--- src/rtl/icr_pkg.sv ---
// Package: shared register indexes and access strobes for the interrupt
// cause/mask bank. Assumes a 3-bit word index on the register bus.
package icr_pkg;

    localparam int unsigned IDX_W = 3;

    // Word index of each register; the order is decoded by software.
    typedef enum logic [IDX_W-1:0] {
        IDX_CTL    = 3'd0,
        IDX_CAUSE  = 3'd1,
        IDX_MASKED = 3'd2,
        IDX_CSET   = 3'd3,
        IDX_MVAL   = 3'd4,
        IDX_MSET   = 3'd5,
        IDX_MCLR   = 3'd6,
        IDX_NONE   = 3'd7
    } reg_idx_e;

    // One-hot style access strobes produced by the decoder.
    typedef struct packed {
        logic wr_ctl;
        logic wr_cause;
        logic wr_masked;
        logic wr_cset;
        logic wr_mval;
        logic wr_mset;
        logic wr_mclr;
        logic rd_cause;
        logic rd_masked;
    } strobe_t;

endpackage

--- src/rtl/icr_decode.sv ---
// Module: icr_decode
// Turns one accepted bus access into per-register strobes.
// Assumes an access is accepted in every cycle that sel is high.
module icr_decode
    import icr_pkg::*;
(
    input  logic             sel,
    input  logic             wr,
    input  logic [IDX_W-1:0] idx,
    output strobe_t          stb
);

    // Decode the access type and register index into strobes.
    always_comb begin
        stb = '0;
        if (sel) begin
            case (reg_idx_e'(idx))
                IDX_CTL:    stb.wr_ctl    = wr;
                IDX_CAUSE:  begin
                    stb.wr_cause = wr;
                    stb.rd_cause = !wr;
                end
                IDX_MASKED: begin
                    stb.wr_masked = wr;
                    stb.rd_masked = !wr;
                end
                IDX_CSET:   stb.wr_cset   = wr;
                IDX_MVAL:   stb.wr_mval   = wr;
                IDX_MSET:   stb.wr_mset   = wr;
                IDX_MCLR:   stb.wr_mclr   = wr;
                default:    stb = '0;
            endcase
        end
    end

endmodule

--- src/rtl/icr_cause_cell.sv ---
// Module: icr_cause_cell
// One interrupt source: its clear-mode bit and its latched cause bit.
// Assumes the mask bit comes from the mask register for the same index.
// Priority: any set (event or forced) beats any clear in the same cycle.
module icr_cause_cell
    import icr_pkg::*;
(
    input  logic    clk,
    input  logic    rst_n,
    input  strobe_t stb,
    input  logic    wdata_bit,
    input  logic    event_bit,
    input  logic    mask_bit,
    output logic    cause_q,
    output logic    ctl_q
);

    logic set_hit;
    logic w1c_hit;
    logic cor_hit;

    // Work out this cycle's set and clear requests for the bit.
    always_comb begin
        set_hit = event_bit | (stb.wr_cset & wdata_bit);
        w1c_hit = (stb.wr_cause | stb.wr_masked) & wdata_bit & !ctl_q;
        cor_hit = (stb.rd_cause | (stb.rd_masked & !mask_bit)) & ctl_q & cause_q;
    end

    // Hold the clear-mode bit; it is written directly.
    always_ff @(posedge clk) begin
        if (!rst_n)
            ctl_q <= 1'b0;
        else if (stb.wr_ctl)
            ctl_q <= wdata_bit;
    end

    // Latch the cause bit with set-over-clear priority.
    always_ff @(posedge clk) begin
        if (!rst_n)
            cause_q <= 1'b0;
        else if (set_hit)
            cause_q <= 1'b1;
        else if (w1c_hit | cor_hit)
            cause_q <= 1'b0;
    end

endmodule

--- src/rtl/icr_mask_reg.sv ---
// Module: icr_mask_reg
// Interrupt mask with direct, set-alias and clear-alias writes.
// Assumes at most one strobe is active per cycle (single-access bus).
module icr_mask_reg
    import icr_pkg::*;
#(
    parameter int unsigned WIDTH = 32
) (
    input  logic             clk,
    input  logic             rst_n,
    input  strobe_t          stb,
    input  logic [WIDTH-1:0] wdata,
    output logic [WIDTH-1:0] mask_q
);

    logic [WIDTH-1:0] mask_d;

    // Pick the next mask value from the active alias.
    always_comb begin
        mask_d = mask_q;
        if (stb.wr_mval)
            mask_d = wdata;
        else if (stb.wr_mset)
            mask_d = mask_q | wdata;
        else if (stb.wr_mclr)
            mask_d = mask_q & ~wdata;
    end

    // Register the mask; reset leaves every source masked.
    always_ff @(posedge clk) begin
        if (!rst_n)
            mask_q <= '1;
        else
            mask_q <= mask_d;
    end

endmodule

--- src/rtl/icr_read_mux.sv ---
// Module: icr_read_mux
// Read-data selection. Write-only and unused indexes return zero,
// and the output is zero when no read is in progress.
module icr_read_mux
    import icr_pkg::*;
#(
    parameter int unsigned WIDTH = 32
) (
    input  logic             rd_en,
    input  logic [IDX_W-1:0] idx,
    input  logic [WIDTH-1:0] ctl,
    input  logic [WIDTH-1:0] cause,
    input  logic [WIDTH-1:0] mask,
    output logic [WIDTH-1:0] rdata
);

    // Select the readable register for the given index.
    always_comb begin
        rdata = '0;
        if (rd_en) begin
            case (reg_idx_e'(idx))
                IDX_CTL:    rdata = ctl;
                IDX_CAUSE:  rdata = cause;
                IDX_MASKED: rdata = cause & ~mask;
                IDX_MVAL:   rdata = mask;
                default:    rdata = '0;
            endcase
        end
    end

endmodule

--- src/rtl/icr_bank.sv ---
// Module: icr_bank (top)
// Interrupt cause/mask register bank with per-bit clear mode and a
// registered interrupt output. Assumes a single-cycle register bus on
// which every access with sel high is accepted.
module icr_bank
    import icr_pkg::*;
#(
    parameter int unsigned WIDTH = 32
) (
    input  logic             clk,
    input  logic             rst_n,
    input  logic             bus_sel,
    input  logic             bus_wr,
    input  logic [IDX_W-1:0] bus_idx,
    input  logic [WIDTH-1:0] bus_wdata,
    output logic [WIDTH-1:0] bus_rdata,
    input  logic [WIDTH-1:0] hw_event,
    output logic             irq
);

    strobe_t          stb;
    logic [WIDTH-1:0] cause_q;
    logic [WIDTH-1:0] ctl_q;
    logic [WIDTH-1:0] mask_q;
    logic             irq_q;

    icr_decode u_decode (
        .sel (bus_sel),
        .wr  (bus_wr),
        .idx (bus_idx),
        .stb (stb)
    );

    icr_mask_reg #(.WIDTH(WIDTH)) u_mask (
        .clk    (clk),
        .rst_n  (rst_n),
        .stb    (stb),
        .wdata  (bus_wdata),
        .mask_q (mask_q)
    );

    // One cause cell per interrupt source.
    for (genvar i = 0; i < WIDTH; i++) begin : g_src
        icr_cause_cell u_cell (
            .clk       (clk),
            .rst_n     (rst_n),
            .stb       (stb),
            .wdata_bit (bus_wdata[i]),
            .event_bit (hw_event[i]),
            .mask_bit  (mask_q[i]),
            .cause_q   (cause_q[i]),
            .ctl_q     (ctl_q[i])
        );
    end

    icr_read_mux #(.WIDTH(WIDTH)) u_rmux (
        .rd_en (bus_sel & !bus_wr),
        .idx   (bus_idx),
        .ctl   (ctl_q),
        .cause (cause_q),
        .mask  (mask_q),
        .rdata (bus_rdata)
    );

    // Register the OR of all unmasked causes as the interrupt request.
    always_ff @(posedge clk) begin
        if (!rst_n)
            irq_q <= 1'b0;
        else
            irq_q <= |(cause_q & ~mask_q);
    end

    assign irq = irq_q;

endmodule

--- config.mk ---
export PLATFORM = sky130hd
export DESIGN_NAME = icr_bank
export DESIGN_NICKNAME = d
export VERILOG_FILES = /design/src/rtl/icr_pkg.sv /design/src/rtl/icr_decode.sv /design/src/rtl/icr_cause_cell.sv /design/src/rtl/icr_mask_reg.sv /design/src/rtl/icr_read_mux.sv /design/src/rtl/icr_bank.sv
export SDC_FILE = /design/constraint.sdc
export NUM_CORES = 1
export LEC_CHECK = 0
export ABC_AREA = 0
export BUFFER_PORTS_ARGS = -buffer_cell sky130_fd_sc_hd__buf_2
export CORE_AREA = 2 2 117 108
export CTS_CLUSTER_SIZE = 12
export DETAILED_ROUTE_END_ITERATION = 12
export DIE_AREA = 0 0 119 110
export GPL_ROUTABILITY_DRIVEN = 0
export PLACE_DENSITY_LB_ADDON = 0.12
export RECOVER_POWER = 50
export SETUP_SLACK_MARGIN = 0.15
export SYNTH_ARGS = -nofsm -noshare
export SYNTH_HDL_FRONTEND = slang
export SYNTH_SLANG_ARGS = --single-unit
--- constraint.sdc ---
create_clock -name clk -period 3.2 [get_ports clk]
set_input_delay 0 -clock clk [delete_from_list [all_inputs] [get_ports clk]]
set_output_delay 0 -clock clk [all_outputs]
set_load 0.05 [all_outputs]
==> results.json <==
{
  "avgViaCountPerCell": 5.89,
  "end_kind": "flip-flop",
  "setup_viol": 0,
  "design_power_total_mw": 3.01,
  "tightest_slew_ps": 1780,
  "switching_power_mw": 0.819,
  "drc_errors": 0,
  "core_area_sq_um": 11800,
  "vias": 6451,
  "grt_max_degree": 70,
  "rows": 38,
  "max_freq_mhz": 421,
  "synth_seq_cells": 97,
  "hold_path.class": "in2reg",
  "arrival_ps": 2590,
  "status": "finished with violations",
  "p_clk_share_pct": 38.3,
  "syn_area_per_cell_sq_um": 7.44,
  "path_max_fanout": 69,
  "cts.sinks": 97,
  "crit_type": "in2reg",
  "relSlewSlack_pct": -19.0,
  "slowest_delay_ps": 1130,
  "clockBufferDepth": 2,
  "synthTopCellsByArea": "dfxtp_1 34%, nand2_1 10%, nand3b_1 8.3%, nor2b_1 7.1%, a21oi_1 5.6%",
  "grt_use_total_pct": 30.0,
  "synth_cell_types": 29,
  "initial_utilization_pct": 48.8,
  "maxCapViolCount": 1,
  "htreeDepth": 3,
  "drtPass1Iterations": 5,
  "finClkSkew_ps": 2.53,
  "p_leak_nw": 2.79,
  "die_height_um": 110,
  "cp_cell_sequence": "buf_2, nor2b_1, clkbuf_2, a32o_1, o22ai_2",
  "synth_top_area_share_pct": 33.6,
  "cts-root-buf": "clkbuf_16",
  "grt_pass1_vias": 6075,
  "ant_nets": 0,
  "pre_cts_slack_ps": 1090,
  "netlist_area_sq_um": 5780,
  "layout_common_cells": "161 x nand2_1, 101 x buf_2, 97 x dfxtp_1",
  "final_nets": 1001,
  "fin_crit_ps": 2380,
  "yosysTopAreaCell": "dfxtp_1",
  "io_pins": 104,
  "pwr_density_cell_nw_per_um2": 405,
  "cts_hold_buf": 86,
  "dp_cells": 993,
  "grt_pass1_wl_um": 31000,
  "cts_made_buffers": 9,
  "ir_drop_mv": 0.340,
  "timing.setup.tns_ps": 0,
  "numPortBuffers": 103,
  "crit_path_start_kind": "primary input",
  "area_delta_synth_final_pct": 28.7,
  "layout-drive-gt1-share_pct": 16.5,
  "maxSlewViolCount": 33,
  "swShare_pct": 27.2,
  "die_x_um": 119,
  "cts_setup_buffers": 0,
  "syn_inst": 777,
  "clkTransAtPathRegs_ps": 70,
  "ys_warn_count": 0,
  "diodes": 0,
  "antenna_found_initial": 0,
  "insertion_delay_ps": 350,
  "p_seq_share_pct": 43.7,
  "cts_tree": "built",
  "critPathBufInv": 2,
  "overflow": 0,
  "die-area_sq_um": 13100,
  "syn_nets": 848,
  "rsz0062_at_grt": "false",
  "dp_hpwl_um": 11900,
  "failed_checks": "max-capacitance violations, max-slew violations",
  "required_ps": 3420,
  "hold_violations": 0,
  "fillCellCount": 1061,
  "yosysSeqAreaShare_pct": 33.6,
  "p_comb_share_pct": 17.9,
  "setup_slack_ps": 823,
  "min_period_over_period_pct": 74.3,
  "final_common_cell": "nand2_1",
  "p_int_mw": 2.19,
  "routed_wl_um": 19600,
  "cts.repair.resized": 0,
  "routedWlPerCell_um": 17.9,
  "stdcell_count": 1095,
  "drtIter0Drc": 640,
  "critPathSlowestCell": "nor2b_1",
  "critPathTopFamily": "simple AND/OR/NAND/NOR gates"
}
==> kinds of logic after synthesis <==
family | synth area share, %
AOI/OAI and AO/OA | 27.5
buffers and inverters | 8.14
DFF | 33.6
and+or+nand+nor | 30.8
==> power groups by stage <==
stage	clock network, mW	logic [mW]	registers (mW)
after global routing	1.22	0.584	1.32
after global placement	0	0.440	1.34
after detailed placement	0	0.450	1.34
after CTS	1.17	0.533	1.32
final	1.15	0.540	1.32
after floorplan	0	0.298	1.34
==> routing by layer <==
metal  up-vias  routed length (um)  GRT usage (%)
li1       3062                   -              -
met1      3030                8190           37.8
met2       320                9200           50.0
met3        39                1800           7.87
met4         0                 425           11.1
met5         -                   0              0
==> cells in the mapped netlist <==
| cell type | number |
|---|---|
| a21oi_1 | 65 |
| a21oi_2 | 1 |
| a31oi_1 | 32 |
| a32o_1 | 32 |
| a41oi_1 | 1 |
| and2_1 | 1 |
| buf_2 | 18 |
| buf_4 | 7 |
| buf_6 | 7 |
| clkbuf_1 | 32 |
| clkbuf_2 | 1 |
| dfxtp_1 | 97 |
| inv_1 | 33 |
| nand2_1 | 161 |
| nand2b_4 | 2 |
| nand3_1 | 33 |
| nand3b_1 | 64 |
| nand3b_4 | 1 |
| nor2_1 | 1 |
| nor2_2 | 2 |
| nor2b_1 | 66 |
| nor3_2 | 1 |
| nor4_1 | 4 |
| o21ai_0 | 34 |
| o21ai_1 | 31 |
| o22ai_1 | 32 |
| o22ai_2 | 16 |
| or2_2 | 1 |
| or3_1 | 1 |
==> final cells by class <==
type,count,area [sq um],share of cell area (%)
Sequential cell,97,1940,26.1
Clock inverter,3,65.1,0.875
Inverter,33,124,1.66
Clock buffer,13,240,3.23
Multi-Input combinational cell,582,3370,45.3
Tap cell,160,200,2.69
Timing Repair Buffer,207,1500,20.1
==> through the flow <==
step	cell area [sq um]	util, %	hold slack (ps)
2_1_floorplan	5780	-	124
3_3_place_gp	6300	53.2	245
3_5_place_dp	6300	53.2	252
4_1_cts	7470	63.1	138
5_1_grt	7440	62.8	199
6_report	7440	62.8	188
==> path summary, 6_finish.rpt <==
kind	from	endpoint	slack, ps	cells past startpoint
setup / recovery	bus_idx[2]	g_src[8].u_cell.cause_q	820	5
hold / removal	bus_idx[0]	g_src[10].u_cell.ctl_q	190	4
setup reg to reg	flip-flop	irq	1790	3
hold reg to reg	g_src[24].u_cell.ctl_q	g_src[24].u_cell.ctl_q	490	2
==> worst register-to-register path: stages (launching register included) <==
cell,delay [ps]
dfxtp_1,440
o22ai_1,160
nor4_1,410
a41oi_1,230
(Power assumes the default switching activity.)
